`config.mk`:
```
export PLATFORM = sky130hd
export DESIGN_NAME = rom_patch_unit
export DESIGN_NICKNAME = d
export VERILOG_FILES = /design/src/rtl/rpu_pkg.sv /design/src/rtl/rpu_regs.sv /design/src/rtl/rpu_match.sv /design/src/rtl/rpu_subst.sv /design/src/rtl/rom_patch_unit.sv
export SDC_FILE = /design/constraint.sdc
export NUM_CORES = 1
export LEC_CHECK = 0
export BUFFER_PORTS_ARGS = -buffer_cell sky130_fd_sc_hd__buf_2
export CORE_ASPECT_RATIO = 0.5
export CORE_UTILIZATION = 45
export DETAILED_ROUTE_END_ITERATION = 10
export PLACE_DENSITY = 0.65
export SYNTH_ARGS = -nofsm -noshare
export SYNTH_HDL_FRONTEND = slang
export SYNTH_SLANG_ARGS = --single-unit
```
`constraint.sdc`:
```
create_clock -name clk_i -period 3.2 [get_ports clk_i]
set_input_delay 0.64 -clock clk_i [delete_from_list [all_inputs] [get_ports clk_i]]
set_output_delay 0.64 -clock clk_i [all_outputs]
set_load 0.02 [all_outputs]
```
`src/rtl/rpu_pkg.sv`:
```
package rpu_pkg;
  localparam int REG_W         = 32;
  localparam int CTRL_WEN_BIT  = 0;
  localparam int CTRL_CEN_BIT  = 2;
  localparam int CTRL_MODE_BIT = 3;
  localparam int CH_EN_BIT     = 31;

  localparam int CTRL_OFS      = 'h00;
  localparam int CH_BASE       = 'h40;
  localparam int CH_STRIDE     = 'h10;
  localparam int CH_DATA_OFS   = 'h04;
  localparam int WORD_BYTES    = REG_W / 8;

  function automatic int ch_addr_ofs(int k);
    return CH_BASE + k * CH_STRIDE;
  endfunction

  function automatic int ch_data_ofs(int k, int w);
    return CH_BASE + k * CH_STRIDE + CH_DATA_OFS + w * WORD_BYTES;
  endfunction
endpackage

```
`src/rtl/rpu_regs.sv`:
```
module rpu_regs
  import rpu_pkg::*;
#(
  parameter int NUM_CH   = 4,
  parameter int MATCH_AW = 20,
  parameter int PATCH_W  = 64,
  parameter int REG_AW   = 8
) (
  input  logic                               clk_i,
  input  logic                               rst_ni,
  input  logic                               reg_wr_i,
  input  logic [REG_AW-1:0]                  reg_addr_i,
  input  logic [REG_W-1:0]                   reg_wdata_i,
  output logic [REG_W-1:0]                   reg_rdata_o,
  output logic                               corr_en_o,
  output logic [NUM_CH-1:0]                  ch_en_o,
  output logic [NUM_CH-1:0][MATCH_AW-1:0]    ch_addr_o,
  output logic [NUM_CH-1:0][PATCH_W-1:0]     ch_data_o
);
  localparam int DWORDS = PATCH_W / REG_W;

  logic wen_q, cen_q, mode_q;
  logic ctrl_sel;
  logic [NUM_CH-1:0]             addr_hit;
  logic [NUM_CH-1:0][DWORDS-1:0] data_hit;

  assign ctrl_sel  = (reg_addr_i == REG_AW'(CTRL_OFS));
  assign corr_en_o = cen_q;

  always_ff @(posedge clk_i or negedge rst_ni) begin
    if (!rst_ni) begin
      wen_q  <= 1'b0;
      cen_q  <= 1'b0;
      mode_q <= 1'b0;
    end else if (reg_wr_i && ctrl_sel) begin
      wen_q  <= reg_wdata_i[CTRL_WEN_BIT];
      cen_q  <= reg_wdata_i[CTRL_CEN_BIT];
      mode_q <= reg_wdata_i[CTRL_MODE_BIT];
    end
  end

  for (genvar k = 0; k < NUM_CH; k++) begin : g_ch
    logic                          en_q;
    logic [MATCH_AW-1:0]           addr_q;
    logic [DWORDS-1:0][REG_W-1:0]  data_q;

    assign addr_hit[k] = (reg_addr_i == REG_AW'(ch_addr_ofs(k)));
    for (genvar w = 0; w < DWORDS; w++) begin : g_hit
      assign data_hit[k][w] = (reg_addr_i == REG_AW'(ch_data_ofs(k, w)));
    end

    always_ff @(posedge clk_i or negedge rst_ni) begin
      if (!rst_ni) begin
        en_q   <= 1'b0;
        addr_q <= '0;
        data_q <= '0;
      end else if (reg_wr_i && wen_q) begin
        if (addr_hit[k]) begin
          en_q   <= reg_wdata_i[CH_EN_BIT];
          addr_q <= reg_wdata_i[MATCH_AW-1:0];
        end
        for (int w = 0; w < DWORDS; w++) begin
          if (data_hit[k][w]) data_q[w] <= reg_wdata_i;
        end
      end
    end

    assign ch_en_o[k]   = en_q;
    assign ch_addr_o[k] = addr_q;
    assign ch_data_o[k] = data_q;
  end

  always_comb begin
    reg_rdata_o = '0;
    if (ctrl_sel) begin
      reg_rdata_o[CTRL_WEN_BIT]  = wen_q;
      reg_rdata_o[CTRL_CEN_BIT]  = cen_q;
      reg_rdata_o[CTRL_MODE_BIT] = mode_q;
    end
    for (int k = 0; k < NUM_CH; k++) begin
      if (addr_hit[k]) begin
        reg_rdata_o[CH_EN_BIT]      = ch_en_o[k];
        reg_rdata_o[MATCH_AW-1:0]   = ch_addr_o[k];
      end
      for (int w = 0; w < DWORDS; w++) begin
        if (data_hit[k][w]) reg_rdata_o = ch_data_o[k][w*REG_W +: REG_W];
      end
    end
  end

  // Channel state is frozen unless writes were open
  assert_locked_R3: assert property (@(posedge clk_i) disable iff (!rst_ni)
    !wen_q |=> ($stable(ch_en_o) && $stable(ch_addr_o) && $stable(ch_data_o)));

  // Correction enable moves only on a control write
  assert_ctrl_hold_R2: assert property (@(posedge clk_i) disable iff (!rst_ni)
    !(reg_wr_i && ctrl_sel) |=> $stable(corr_en_o));
endmodule

```
`src/rtl/rpu_match.sv`:
```
module rpu_match #(
  parameter int NUM_CH   = 4,
  parameter int MATCH_AW = 20,
  parameter int BLK_LOG2 = 3
) (
  input  logic                            clk_i,
  input  logic                            rst_ni,
  input  logic [MATCH_AW-1:0]             fetch_addr_i,
  input  logic                            corr_en_i,
  input  logic [NUM_CH-1:0]               ch_en_i,
  input  logic [NUM_CH-1:0][MATCH_AW-1:0] ch_addr_i,
  output logic [NUM_CH-1:0]               grant_o,
  output logic                            hit_o
);
  logic [NUM_CH-1:0] cand;
  logic unused_fetch_lo;

  assign unused_fetch_lo = ^fetch_addr_i[BLK_LOG2-1:0];

  for (genvar k = 0; k < NUM_CH; k++) begin : g_cmp
    logic unused_ch_lo;
    assign unused_ch_lo = ^ch_addr_i[k][BLK_LOG2-1:0];
    assign cand[k] = corr_en_i && ch_en_i[k] &&
                     (fetch_addr_i[MATCH_AW-1:BLK_LOG2] == ch_addr_i[k][MATCH_AW-1:BLK_LOG2]);
  end

  // Isolate lowest set bit: lowest channel wins
  assign grant_o = cand & (~cand + NUM_CH'(1));
  assign hit_o   = |cand;

  assert_grant_onehot_R9: assert property (@(posedge clk_i) disable iff (!rst_ni)
    $onehot0(grant_o));

  assert_gate_off_R6: assert property (@(posedge clk_i) disable iff (!rst_ni)
    !corr_en_i |-> (grant_o == '0));

  assert_hit_grant_R9: assert property (@(posedge clk_i) disable iff (!rst_ni)
    hit_o |-> $countones(grant_o) == 1);
endmodule

```
`src/rtl/rpu_subst.sv`:
```
module rpu_subst #(
  parameter int NUM_CH  = 4,
  parameter int PATCH_W = 64,
  parameter int BUS_W   = 32
) (
  input  logic [NUM_CH-1:0]                          grant_i,
  input  logic                                       hit_i,
  input  logic [$clog2(PATCH_W/BUS_W)-1:0]           word_sel_i,
  input  logic [NUM_CH-1:0][PATCH_W-1:0]             ch_data_i,
  input  logic [BUS_W-1:0]                           rom_data_i,
  output logic [BUS_W-1:0]                           data_o
);
  localparam int LANES     = BUS_W / 8;
  localparam int BLK_BYTES = PATCH_W / 8;

  logic [PATCH_W-1:0] patch;
  logic [BUS_W-1:0]   word;

  always_comb begin
    patch = '0;
    for (int k = 0; k < NUM_CH; k++) begin
      if (grant_i[k]) patch = patch | ch_data_i[k];
    end
  end

  // Little-endian lanes: block byte b lives at patch[8b+7:8b]
  always_comb begin
    word = '0;
    for (int b = 0; b < LANES; b++) begin
      word[b*8 +: 8] = patch[((int'(word_sel_i) * LANES + b) % BLK_BYTES) * 8 +: 8];
    end
  end

  assign data_o = hit_i ? word : rom_data_i;
endmodule

```
`src/rtl/rom_patch_unit.sv`:
```
module rom_patch_unit
  import rpu_pkg::*;
#(
  parameter int NUM_CH   = 4,
  parameter int FETCH_AW = 32,
  parameter int MATCH_AW = 20,
  parameter int PATCH_W  = 64,
  parameter int BUS_W    = 32,
  parameter int REG_AW   = 8
) (
  input  logic                clk_i,
  input  logic                rst_ni,
  input  logic                reg_wr_i,
  input  logic [REG_AW-1:0]   reg_addr_i,
  input  logic [REG_W-1:0]    reg_wdata_i,
  output logic [REG_W-1:0]    reg_rdata_o,
  input  logic [FETCH_AW-1:0] fetch_addr_i,
  input  logic [BUS_W-1:0]    rom_data_i,
  output logic [BUS_W-1:0]    fetch_data_o
);
  localparam int BLK_LOG2 = $clog2(PATCH_W / 8);
  localparam int WSEL_W   = $clog2(PATCH_W / BUS_W);

  logic                            corr_en;
  logic [NUM_CH-1:0]               ch_en;
  logic [NUM_CH-1:0][MATCH_AW-1:0] ch_addr;
  logic [NUM_CH-1:0][PATCH_W-1:0]  ch_data;
  logic [NUM_CH-1:0]               grant;
  logic                            hit;
  logic                            unused_fetch;

  assign unused_fetch = ^{fetch_addr_i[FETCH_AW-1:MATCH_AW],
                          fetch_addr_i[BLK_LOG2-WSEL_W-1:0]};

  rpu_regs #(
    .NUM_CH(NUM_CH), .MATCH_AW(MATCH_AW), .PATCH_W(PATCH_W), .REG_AW(REG_AW)
  ) u_regs (
    .clk_i       (clk_i),
    .rst_ni      (rst_ni),
    .reg_wr_i    (reg_wr_i),
    .reg_addr_i  (reg_addr_i),
    .reg_wdata_i (reg_wdata_i),
    .reg_rdata_o (reg_rdata_o),
    .corr_en_o   (corr_en),
    .ch_en_o     (ch_en),
    .ch_addr_o   (ch_addr),
    .ch_data_o   (ch_data)
  );

  rpu_match #(
    .NUM_CH(NUM_CH), .MATCH_AW(MATCH_AW), .BLK_LOG2(BLK_LOG2)
  ) u_match (
    .clk_i        (clk_i),
    .rst_ni       (rst_ni),
    .fetch_addr_i (fetch_addr_i[MATCH_AW-1:0]),
    .corr_en_i    (corr_en),
    .ch_en_i      (ch_en),
    .ch_addr_i    (ch_addr),
    .grant_o      (grant),
    .hit_o        (hit)
  );

  rpu_subst #(
    .NUM_CH(NUM_CH), .PATCH_W(PATCH_W), .BUS_W(BUS_W)
  ) u_subst (
    .grant_i    (grant),
    .hit_i      (hit),
    .word_sel_i (fetch_addr_i[BLK_LOG2-1 -: WSEL_W]),
    .ch_data_i  (ch_data),
    .rom_data_i (rom_data_i),
    .data_o     (fetch_data_o)
  );

  assert_pass_raw_R10: assert property (@(posedge clk_i) disable iff (!rst_ni)
    !hit |-> (fetch_data_o == rom_data_i));

  assert_off_raw_R6: assert property (@(posedge clk_i) disable iff (!rst_ni)
    !corr_en |-> (fetch_data_o == rom_data_i));
endmodule

```
==> run metrics <==
Num CTS Buffers=34; fin worst setup slack=-0.695 ns; die width=roughly 290 um; Max Clock Skew=about 0.018 ns; syn_nets=1,669; CTS clk-pin slew, worst paths=0.06 ns; worst r2r path cells=4; syn_area_per_cell=11.6 um^2; Layout Cells excl Fill=2,423; die area=41,000 um^2; Initial Util=0.461; dpl cells=~2,300; FMAX=257 MHz; post-synth cell types=60; DR pass1 iterations=8; VDD IR max=0.317 mV; CP arrival=between 3 and 4 ns; commonest non-fill, non-tap cell in the layout=mux2_2; crit path launch type=register; sw frac=0.236; global-route wire length before repair=95.2 mm; worst hold slack=0.0648 ns; outcome=finished, violations left; Setup CP Type=reg -> out; Port Buffers=156; Period Utilization, post-route=1.22; Mapped Cells=1,562; flop and latch count out of synthesis=approximately 340; Met2 Routed Length=~29 mm; CTS max path bufs=3; I/O pin count=around 170; CP required=2.56 ns; Post-CTS Hold Fix Bufs=0; clock sink count=343; number of synthesis warnings=0; RSZ-0062 raised after global routing=yes; largest fanout on the critical path=5; vias per cell=6.32; Netlist Area Pre-Place=18,100 um^2; element type at the critical path end=output pin; Final min period=about 3.9 ns; DR iter-0 viols=1,831; share of layout cells above drive strength 1=0.485; vias in the first global route=15,275; EDFF count, synth=0; failing checks=setup timing; Total Wirelength=about 64 mm; endpoints failing setup=34; met1 WL=27.8 mm; pin slew with the least headroom to its limit=0.677 ns; dpl cell area=21,100 um^2; Routed met3 length=5.93 mm; # H-tree levels=2; # DRC=0; Overall Global Routing Usage=0.311; # Max-Cap Violations=0; Clock Power Share=0.446; Final Max Tran Viols=0; Placer Congestion=approximately 0.99; Area Growth Syn to Fin=30.5%; Seq/Total Area, Yosys=0.475; most frequent cells in the layout=mux2_2 (353), dfrtp_1 (343), buf_4 (191); LEAKAGE=0.0116 uW; Power Total=8940 uW; core footprint=39,200 um^2; Die H=144 um; largest net degree at the start of global routing=76; GR Overflow Total=0; Slew Limit Headroom=0.549; Vias=15,303; # nets final=1,975; drt wl/cell=26.5 um; initial antenna violation count=3; row count=51; register share of total power=0.488; Cell Int Power=6830 uW; Async S/R FF share, synth=1.00; Fill cells=3,169; remaining antenna violation count after routing=0; Top Layer Used=met5; Synth Flop Type=dfrtp_1; post-route core utilization=0.601; CTS root buffer=clkbuf_16; P per Cell Area=379 nW/um^2; Net Switching=2110 uW; cell area after layout=23,600 um^2; CTS tree=built; min-delay worst type=in -> async; Clk Latency, worst-skew pair=0.54 ns; Comb pwr share=0.067; Final Hold Vio Count=0; dpl hpwl=42.6 mm
[layout make-up]
class	instances	area, um^2	share of cell area
inverters	5	18.8	0.000797
clock buffers	51	1040	0.0441
clock inverters	6	33.8	0.00143
multi-input cells	1076	9400	0.399
flip-flops and latches	343	8580	0.364
diodes	4	10.0	0.000425
well taps	530	663	0.0281
repair buffers	408	3810	0.162
[per-layer routing]
layer  vias up  track usage
li1       6558            -
met1      7868        0.431
met2       727        0.479
met3       148       0.0713
met4         2        0.106
met5         -            0
[power groups by stage]
stage               Combinational, uW  Clock, uW  Sequential [uW]
finish                            596       3980             4360
global route                      637       4200             4360
CTS                               578       4030             4360
detailed placement                534          0             4440
global placement                  532          0             4440
floorplan                         196          0             4440
[worst max-delay path: stages, from the launching register on]
cell	delay (ns)
dfrtp_1	0.42
xnor2_2	0.25
nand4_1	0.21
nor3_4	0.33
buf_4	0.18
and2_4	0.22
nor4_4	0.10
buf_12	0.14
buf_8	0.12
a22o_1	0.22
or3_1	0.38
buf_6	0.15
[sequential cells by signal, summed over array words and instances (netlist names)]
signal / cells
u_regs.corr_en_o: 1
u_regs.ch_data_o: 256
u_regs.wen_q: 1
u_regs.g_ch.addr_q: 80
u_regs.g_ch.en_q: 4
u_regs.mode_q: 1
[metrics by stage]
step           worst slack (ns)  setup TNS, ns
2_1_floorplan           0.00977              0
3_3_place_gp             -0.748         -22.40
3_5_place_dp             -0.715         -22.16
4_1_cts                  -0.614         -17.91
5_1_grt                  -0.751         -22.91
6_report                 -0.695         -20.41
[path summary, 6_finish.rpt]
check	to	slack, ns	startpoint
min in group clk_i	u_regs.ch_data_o[220]$_DFFE_PN0P_	0.42	reg_wdata_i[28]
worst max register to register	u_regs.ch_data_o[137]$_DFFE_PN0P_	1.06	u_regs.wen_q$_DFFE_PN0P_
worst max-delay path	fetch_data_o[18]	-0.70	u_regs.g_ch[1].addr_q[15]$_DFFE_PN0P_
worst min-delay path	u_regs.ch_data_o[227]$_DFFE_PN0P_	0.06	rst_ni
worst min register to register	u_regs.g_ch[0].addr_q[2]$_DFFE_PN0P_	0.51	u_regs.g_ch[0].addr_q[2]$_DFFE_PN0P_
max in group asynchronous	u_regs.ch_data_o[24]$_DFFE_PN0P_	2.18	rst_ni
[logic make-up after synthesis]
logic type             after synthesis  synth area share
multiplexers                       372             0.232
flip-flops                         343             0.475
AO/OA/AOI/OAI                      322             0.135
AND/OR/NAND/NOR                    314            0.0904
buffers and inverters              143            0.0338
XOR/XNOR                            68            0.0330
[Yosys cell counts (2+ instances only)]
master     number  area [um^2]
or4b_1          3         30.0
or3_1          30          188
buf_1          21         78.8
o41ai_1         2         17.5
o22ai_1        21          131
a2111oi_0       2         17.5
mux2_1         19          214
a311oi_1        2         17.5
buf_2          31          155
nor3_2          2         20.0
nor3_1         38          190
o211ai_1        4         30.0
buf_4           3         22.5
a22o_1         41          359
nand3_1        38          190
dfrtp_1       343         8580
xnor2_1        36          315
a222oi_1       17          170
clkbuf_1       80          300
nand2b_1        2         12.5
a21boi_0       10         75.1
a31oi_1        13         81.3
nor4_1          9         56.3
o21ai_0        33          165
mux2_2        353         3980
and3_1          2         12.5
or4_1           4         30.0
xor2_1         32          280
a21o_1          4         30.0
nand4_1        12         75.1
nor2_1         91          342
inv_1           5         18.8
nor3b_1        26          195
a221oi_1       84          736
nand2_1        43          161
and2_1          3         18.8
buf_6           3         33.8
a22oi_1        46          345
a211oi_1        4         30.0
a21oi_1        30          150
[repair_timing]
action                     in CTS  in global routing
gates cloned                    6                  3
pin swaps                      90                 70
setup endpoints to repair      63                 64
buffers inserted               16                 12
gates resized for setup       135                127
No activity file was read; power rests on OpenSTA's default activity.
